### src/rtl/wdog_pkg.sv
package wdog_pkg;
  // control register bit positions
  localparam int unsigned B_FLAG = 7;
  localparam int unsigned B_IE   = 6;
  localparam int unsigned B_SEL3 = 5;
  localparam int unsigned B_KEY  = 4;
  localparam int unsigned B_RE   = 3;
  localparam int unsigned B_SELH = 2;
  // status register bit holding the watchdog reset cause
  localparam int unsigned B_CAUSE = 3;
  // bits guarded by the unlock window
  localparam logic [7:0] GUARD_MASK = 8'h2F;

  function automatic logic [3:0] sel_of(input logic [7:0] r);
    return {r[B_SEL3], r[B_SELH:0]};
  endfunction
endpackage

### src/rtl/wdog_unlock.sv
module wdog_unlock #(
  parameter int unsigned WIN_CYCLES = 4
) (
  input  logic       clk,
  input  logic       rst,
  input  logic       wr,
  input  logic [7:0] wdata,
  output logic       unlock,
  output logic       win_open
);
  import wdog_pkg::*;
  localparam int unsigned WW = $clog2(WIN_CYCLES + 1);

  logic [WW-1:0] win_q;

  assign unlock   = wr && wdata[B_KEY] && wdata[B_RE];
  assign win_open = (win_q != '0);

  always_ff @(posedge clk) begin
    if (rst)           win_q <= '0;
    else if (unlock)   win_q <= WW'(WIN_CYCLES);
    else if (win_open) win_q <= win_q - 1'b1;
  end
endmodule

### src/rtl/wdog_counter.sv
module wdog_counter #(
  parameter int unsigned BASE_LOG2 = 11,
  parameter int unsigned MAX_CODE  = 9
) (
  input  logic                            clk,
  input  logic                            rst,
  input  logic                            tick,
  input  logic                            run,
  input  logic                            restart,
  input  logic [3:0]                      sel,
  output logic                            expire,
  output logic [BASE_LOG2+MAX_CODE:0]     cnt
);
  localparam int unsigned CNT_W = BASE_LOG2 + MAX_CODE + 1;

  logic [3:0]       sel_eff;
  logic [CNT_W-1:0] limit_m1;

  always_comb begin
    sel_eff  = (sel > 4'(MAX_CODE)) ? 4'(MAX_CODE) : sel;
    limit_m1 = (CNT_W'(1) << (BASE_LOG2 + int'(sel_eff))) - CNT_W'(1);
  end

  assign expire = run && tick && !restart && (cnt == limit_m1);

  always_ff @(posedge clk) begin
    if (rst || restart || !run) cnt <= '0;
    else if (tick) begin
      if (cnt == limit_m1) cnt <= '0;
      else                 cnt <= cnt + 1'b1;
    end
  end
endmodule

### src/rtl/wdog_regs.sv
module wdog_regs (
  input  logic       clk,
  input  logic       rst,
  input  logic       wr,
  input  logic [7:0] wdata,
  input  logic       unlock,
  input  logic       win_open,
  input  logic       expire,
  input  logic       stat_wr,
  input  logic [7:0] stat_wdata,
  output logic [7:0] ctrl_q,
  output logic       irq_q,
  output logic       rst_req_q,
  output logic       cause_q
);
  import wdog_pkg::*;

  logic [7:0] nxt;
  logic       rst_hit;

  always_comb begin
    nxt = ctrl_q;
    if (wr && !unlock) begin
      nxt[B_IE] = wdata[B_IE];
      if (wdata[B_FLAG]) nxt[B_FLAG] = 1'b0;
      if (win_open) nxt = (nxt & ~GUARD_MASK) | (wdata & GUARD_MASK);
    end else if (expire && ctrl_q[B_IE]) begin
      nxt[B_FLAG] = 1'b1;
      if (ctrl_q[B_RE]) nxt[B_IE] = 1'b0;
    end
    nxt[B_KEY] = 1'b0;
  end

  assign rst_hit = expire && ctrl_q[B_RE] && !ctrl_q[B_IE];

  always_ff @(posedge clk) begin
    if (rst) begin
      ctrl_q    <= '0;
      irq_q     <= 1'b0;
      rst_req_q <= 1'b0;
      cause_q   <= 1'b0;
    end else begin
      ctrl_q    <= nxt;
      irq_q     <= nxt[B_FLAG] & nxt[B_IE];
      rst_req_q <= rst_hit;
      if (rst_hit)                             cause_q <= 1'b1;
      else if (stat_wr && !stat_wdata[B_CAUSE]) cause_q <= 1'b0;
    end
  end
endmodule

### src/rtl/wdog_core.sv
module wdog_core #(
  parameter int unsigned BASE_LOG2  = 11,
  parameter int unsigned MAX_CODE   = 9,
  parameter int unsigned WIN_CYCLES = 4
) (
  input  logic       clk,
  input  logic       rst,
  input  logic       tick_en,
  input  logic       wdr_strobe,
  input  logic       reg_wr,
  input  logic [7:0] reg_wdata,
  input  logic       stat_wr,
  input  logic [7:0] stat_wdata,
  output logic [7:0] ctrl_rdata,
  output logic       irq,
  output logic       sys_rst_req,
  output logic       rst_cause
);
  import wdog_pkg::*;
  localparam int unsigned CNT_W = BASE_LOG2 + MAX_CODE + 1;

  logic             unlock, win_open, expire, run, restart;
  logic [7:0]       ctrl_q;
  logic [CNT_W-1:0] tick_cnt;

  assign run     = ctrl_q[B_IE] | ctrl_q[B_RE];
  assign restart = wdr_strobe | reg_wr;

  wdog_unlock #(.WIN_CYCLES(WIN_CYCLES)) u_unlock (
    .clk(clk), .rst(rst), .wr(reg_wr), .wdata(reg_wdata),
    .unlock(unlock), .win_open(win_open)
  );

  wdog_counter #(.BASE_LOG2(BASE_LOG2), .MAX_CODE(MAX_CODE)) u_cnt (
    .clk(clk), .rst(rst), .tick(tick_en), .run(run), .restart(restart),
    .sel(sel_of(ctrl_q)), .expire(expire), .cnt(tick_cnt)
  );

  wdog_regs u_regs (
    .clk(clk), .rst(rst), .wr(reg_wr), .wdata(reg_wdata),
    .unlock(unlock), .win_open(win_open), .expire(expire),
    .stat_wr(stat_wr), .stat_wdata(stat_wdata),
    .ctrl_q(ctrl_q), .irq_q(irq), .rst_req_q(sys_rst_req), .cause_q(rst_cause)
  );

  assign ctrl_rdata = ctrl_q;
endmodule

### config.mk
export PLATFORM = sky130hd
export DESIGN_NAME = wdog_core
export DESIGN_NICKNAME = d
export VERILOG_FILES = /design/src/rtl/wdog_pkg.sv /design/src/rtl/wdog_unlock.sv /design/src/rtl/wdog_counter.sv /design/src/rtl/wdog_regs.sv /design/src/rtl/wdog_core.sv
export SDC_FILE = /design/constraint.sdc
export NUM_CORES = 1
export LEC_CHECK = 0
export ABC_AREA = 1
export BUFFER_PORTS_ARGS = -buffer_cell sky130_fd_sc_hd__buf_2
export CAP_MARGIN = 10
export CELL_PAD_IN_SITES_DETAIL_PLACEMENT = 2
export CELL_PAD_IN_SITES_GLOBAL_PLACEMENT = 2
export CORE_MARGIN = 5
export CORE_UTILIZATION = 32
export CTS_BUF_LIST = sky130_fd_sc_hd__clkbuf_4
export CTS_CLUSTER_SIZE = 16
export DETAILED_ROUTE_END_ITERATION = 12
export GPL_TIMING_DRIVEN = 0
export PLACE_DENSITY = 0.89
export SLEW_MARGIN = 30
export SYNTH_ARGS = -nofsm -noshare
export SYNTH_HDL_FRONTEND = slang
export SYNTH_SLANG_ARGS = --single-unit
### constraint.sdc
create_clock -name clk -period 4.55 [get_ports clk]
set_clock_uncertainty 0.05 [all_clocks]
set_input_delay 0.455 -clock clk [delete_from_list [all_inputs] [get_ports clk]]
set_output_delay 0.455 -clock clk [all_outputs]
set_load 0.01 [all_outputs]
==> metrics.cfg <==
[clocking]
h-tree-depth=2
cts.sinks=34
cts_buffer_depth=2
clkLatencyLatePin_ps=350
tritoncts=built
postCtsSetupRepairBufs=0
path_clk_slew_ps=130
cts_made_buffers=5
cts_root_buf=clkbuf_4

[setup_path]
r2r_end=u_cnt.cnt[2]$_SDFFE_PP0P_
path_delay_family=simple AND/OR/NAND/NOR gates
crit_buf_inv=4
path_depth=23
end_kind=register
slowest_delay_ps=400
slowest_stage=dfxtp_1
worst-setup-path-type=reg -> reg
worstPathMaxFanout=10
worstPathCellList=o21ai_2, nand2_2, nor2_1, inv_1, ha_1, inv_2, nand3_1, nor2_4, nand2_1, ha_1, xor2_1, and2_1, nand4_1, a21oi_1, nand3b_1, nor2_1, nand2_1, nor2_2, nand2_2, nand2_4, inv_6, nand3_1, inv_1
ff2ff_setup_slack_ps=310
reg2reg_depth=23
worstPathRequired_ps=4760
timing.rr.start=u_regs.ctrl_q[1]$_SDFFE_PP0P_
crit_arrival_ps=4450
cp-start-kind=register

[layout]
post-route-util=0.373
syn2layout_area_growth_pct=12.6
drive_gt1_frac=0.154
fin_area_um2=3290
final_nets=545

[timing]
setup_violations=0
period_minus_slack_ps=4240
whs_ps=292
worstMarginPinSlew_ps=720
post-route-period-util=0.931
max_freq_mhz=236
slew_headroom=0.515
hold_violations=0
drv_slew=0
layout_setup_ws_ps=313

[logic_synthesis]
syn_area_um2=2920
ys_warn_count=0
synth_fa_ha_area_frac=0.0214
syn_avg_cell_area_um2=5.98
yosys.cell_types.count=41
synth_top_family_by_area=simple AND/OR/NAND/NOR gates
synth-edff-count=0
yosys-top-cells-area=dfxtp_1 23%, nand2_1 15%, nor2_1 9.0%
synth_flop_cell=dfxtp_1
syn_nets=515
synth.top_cell.area_share=0.233
yosys_register_bits=34
yosys.area_share.simple=0.492
synth_compound_area_frac=0.109
syn_inst=488
yosysSeqAreaShare=0.233
synthMuxAreaShare=0
synth_xor_area_frac=0.0330
yosysTopAreaCell=dfxtp_1
postSynth.asyncResetShare=0

[hold_path]
min_from=rst
min_to=u_regs.ctrl_q[6]$_SDFF_PP0_
hold_depth=2
hold_class=in -> reg

[routing]
drt-initial-drc-count=109
drc=0
ant_nets=0
vias_per_cell=5.50
via_count=3451
first_pass_iters=5
wire_per_inst_um=18.7
drt-total-wl_um=11700

[pwr]
leakage_nw=1.53
ir_drop_uv=153
powerDensity_nw_per_um2=509

[global_route]
globalRouteTotalUtil=0.214
grt_overflow_total=0
antenna_found_initial=1
grt_pass1_vias=3808
grt_max_degree=13
grt_pass1_wl_um=19300

[floorplan]
die_y_um=105
dieArea_um2=11100
rows=34
initial_core_util=0.331
io_pins=33
core-area_um2=8810
die_w_um=105

[place]
placed_area_um2=3170
portBuffers=23
dp_hpwl_um=9320
routabilityCongestion=0.877
place_ws_ps=180

[status]
run_status=completed

[run]
max_cap_viol_count=0

==> cell type report <==
type                            count  area, um^2
Antenna cell                        1        2.50
Buffer                              4        33.8
Clock buffer                        5        37.5
Clock inverter                      3        68.8
Fill cell                        1145        5520
Inverter                           74         285
Multi-Input combinational cell    376        1930
Sequential cell                    34         681
Tap cell                          108         135
Timing Repair Buffer               23         115
==> worst max path at each step <==
stage / startpoint / endpoint
4_1_cts: u_regs.ctrl_q[1]$_SDFFE_PP0P_ / u_cnt.cnt[12]$_SDFFE_PP0P_
2_1_floorplan: u_regs.ctrl_q[5]$_SDFFE_PP0P_ / u_cnt.cnt[10]$_SDFFE_PP0P_
3_3_place_gp: u_regs.ctrl_q[1]$_SDFFE_PP0P_ / u_cnt.cnt[10]$_SDFFE_PP0P_
6_report: u_regs.ctrl_q[1]$_SDFFE_PP0P_ / u_cnt.cnt[2]$_SDFFE_PP0P_
3_5_place_dp: u_regs.ctrl_q[1]$_SDFFE_PP0P_ / u_cnt.cnt[5]$_SDFFE_PP0P_
5_1_grt: u_regs.ctrl_q[1]$_SDFFE_PP0P_ / u_cnt.cnt[2]$_SDFFE_PP0P_
==> per-stage QoR <==
stage,setup TNS [ps],std cells,power [mW]
after floorplan,0,488,1.08
after global placement,0,619,1.29
after detailed placement,0,619,1.36
after CTS,0,627,1.67
after global routing,-16.4,628,1.82
final,0,628,1.67
==> power breakdown <==
part | total [mW] | leakage, nW | internal [mW] | switching, mW
clock network | 0.299 | 0.0554 | 0.172 | 0.127
logic | 1.03 | 1.20 | 0.305 | 0.720
registers | 0.349 | 0.275 | 0.323 | 0.0265
==> cell usage in the layout, fill, tap and decap left out, types with 6 or more instances in the layout <==
cell | netlist | layout
a21oi_1 | 17 | 17
buf_2 | 0 | 23
dfxtp_1 | 34 | 34
inv_1 | 62 | 61
inv_2 | 9 | 10
nand2_1 | 118 | 118
nand2_2 | 9 | 9
nand3_1 | 49 | 49
nand4_1 | 18 | 18
nor2_1 | 70 | 70
nor2_2 | 7 | 6
nor3_1 | 11 | 11
o21ai_0 | 17 | 17
xor2_1 | 8 | 8
==> logic make-up (layout without fill, tap and decap cells) <==
logic type,Yosys count,count (layout)
other,1,2
AND/OR/NAND/NOR,306,306
flip-flops,34,34
buffers and inverters,78,109
adder cells (fa/ha/maj),5,5
AO/OA/AOI/OAI,53,53
XOR/XNOR,11,11
==> synth_stat cells, types with 5 or more instances <==
master and instances:
nand2_2 9, inv_2 9, nand4_1 18, ha_1 5, inv_1 62, nor3_1 11
o21ai_0 17, nor2_1 70, nand3_1 49, xor2_1 8, nor2_2 7, nand3_2 5
nand2_1 118, dfxtp_1 34, a21oi_1 17
==> state kept, by name, indices dropped and copies added (netlist names) <==
name,cells
u_unlock.win_q,3
u_regs.cause_q,1
u_regs.irq_q,1
u_regs.rst_req_q,1
u_regs.ctrl_q,7
u_cnt.cnt,21
==> routing by layer <==
| layer | GRT usage | wire length, um | vias to the layer above |
|---|---|---|---|
| met4 | 0.0546 | 219 | 0 |
| li1 | - | - | 1644 |
| met2 | 0.408 | 6100 | 83 |
| met3 | 0.0263 | 328 | 27 |
| met5 | 0 | 0 | - |
| met1 | 0.252 | 5080 | 1697 |
==> what timing repair did <==
action                                  in CTS  in global routing
endpoints found under the hold margin        0                  0
hold buffers                                 0                  0
resized for setup                            0                  3
endpoints found under the setup margin       0                 22
Note: power is estimated with default switching activity, not from simulation.
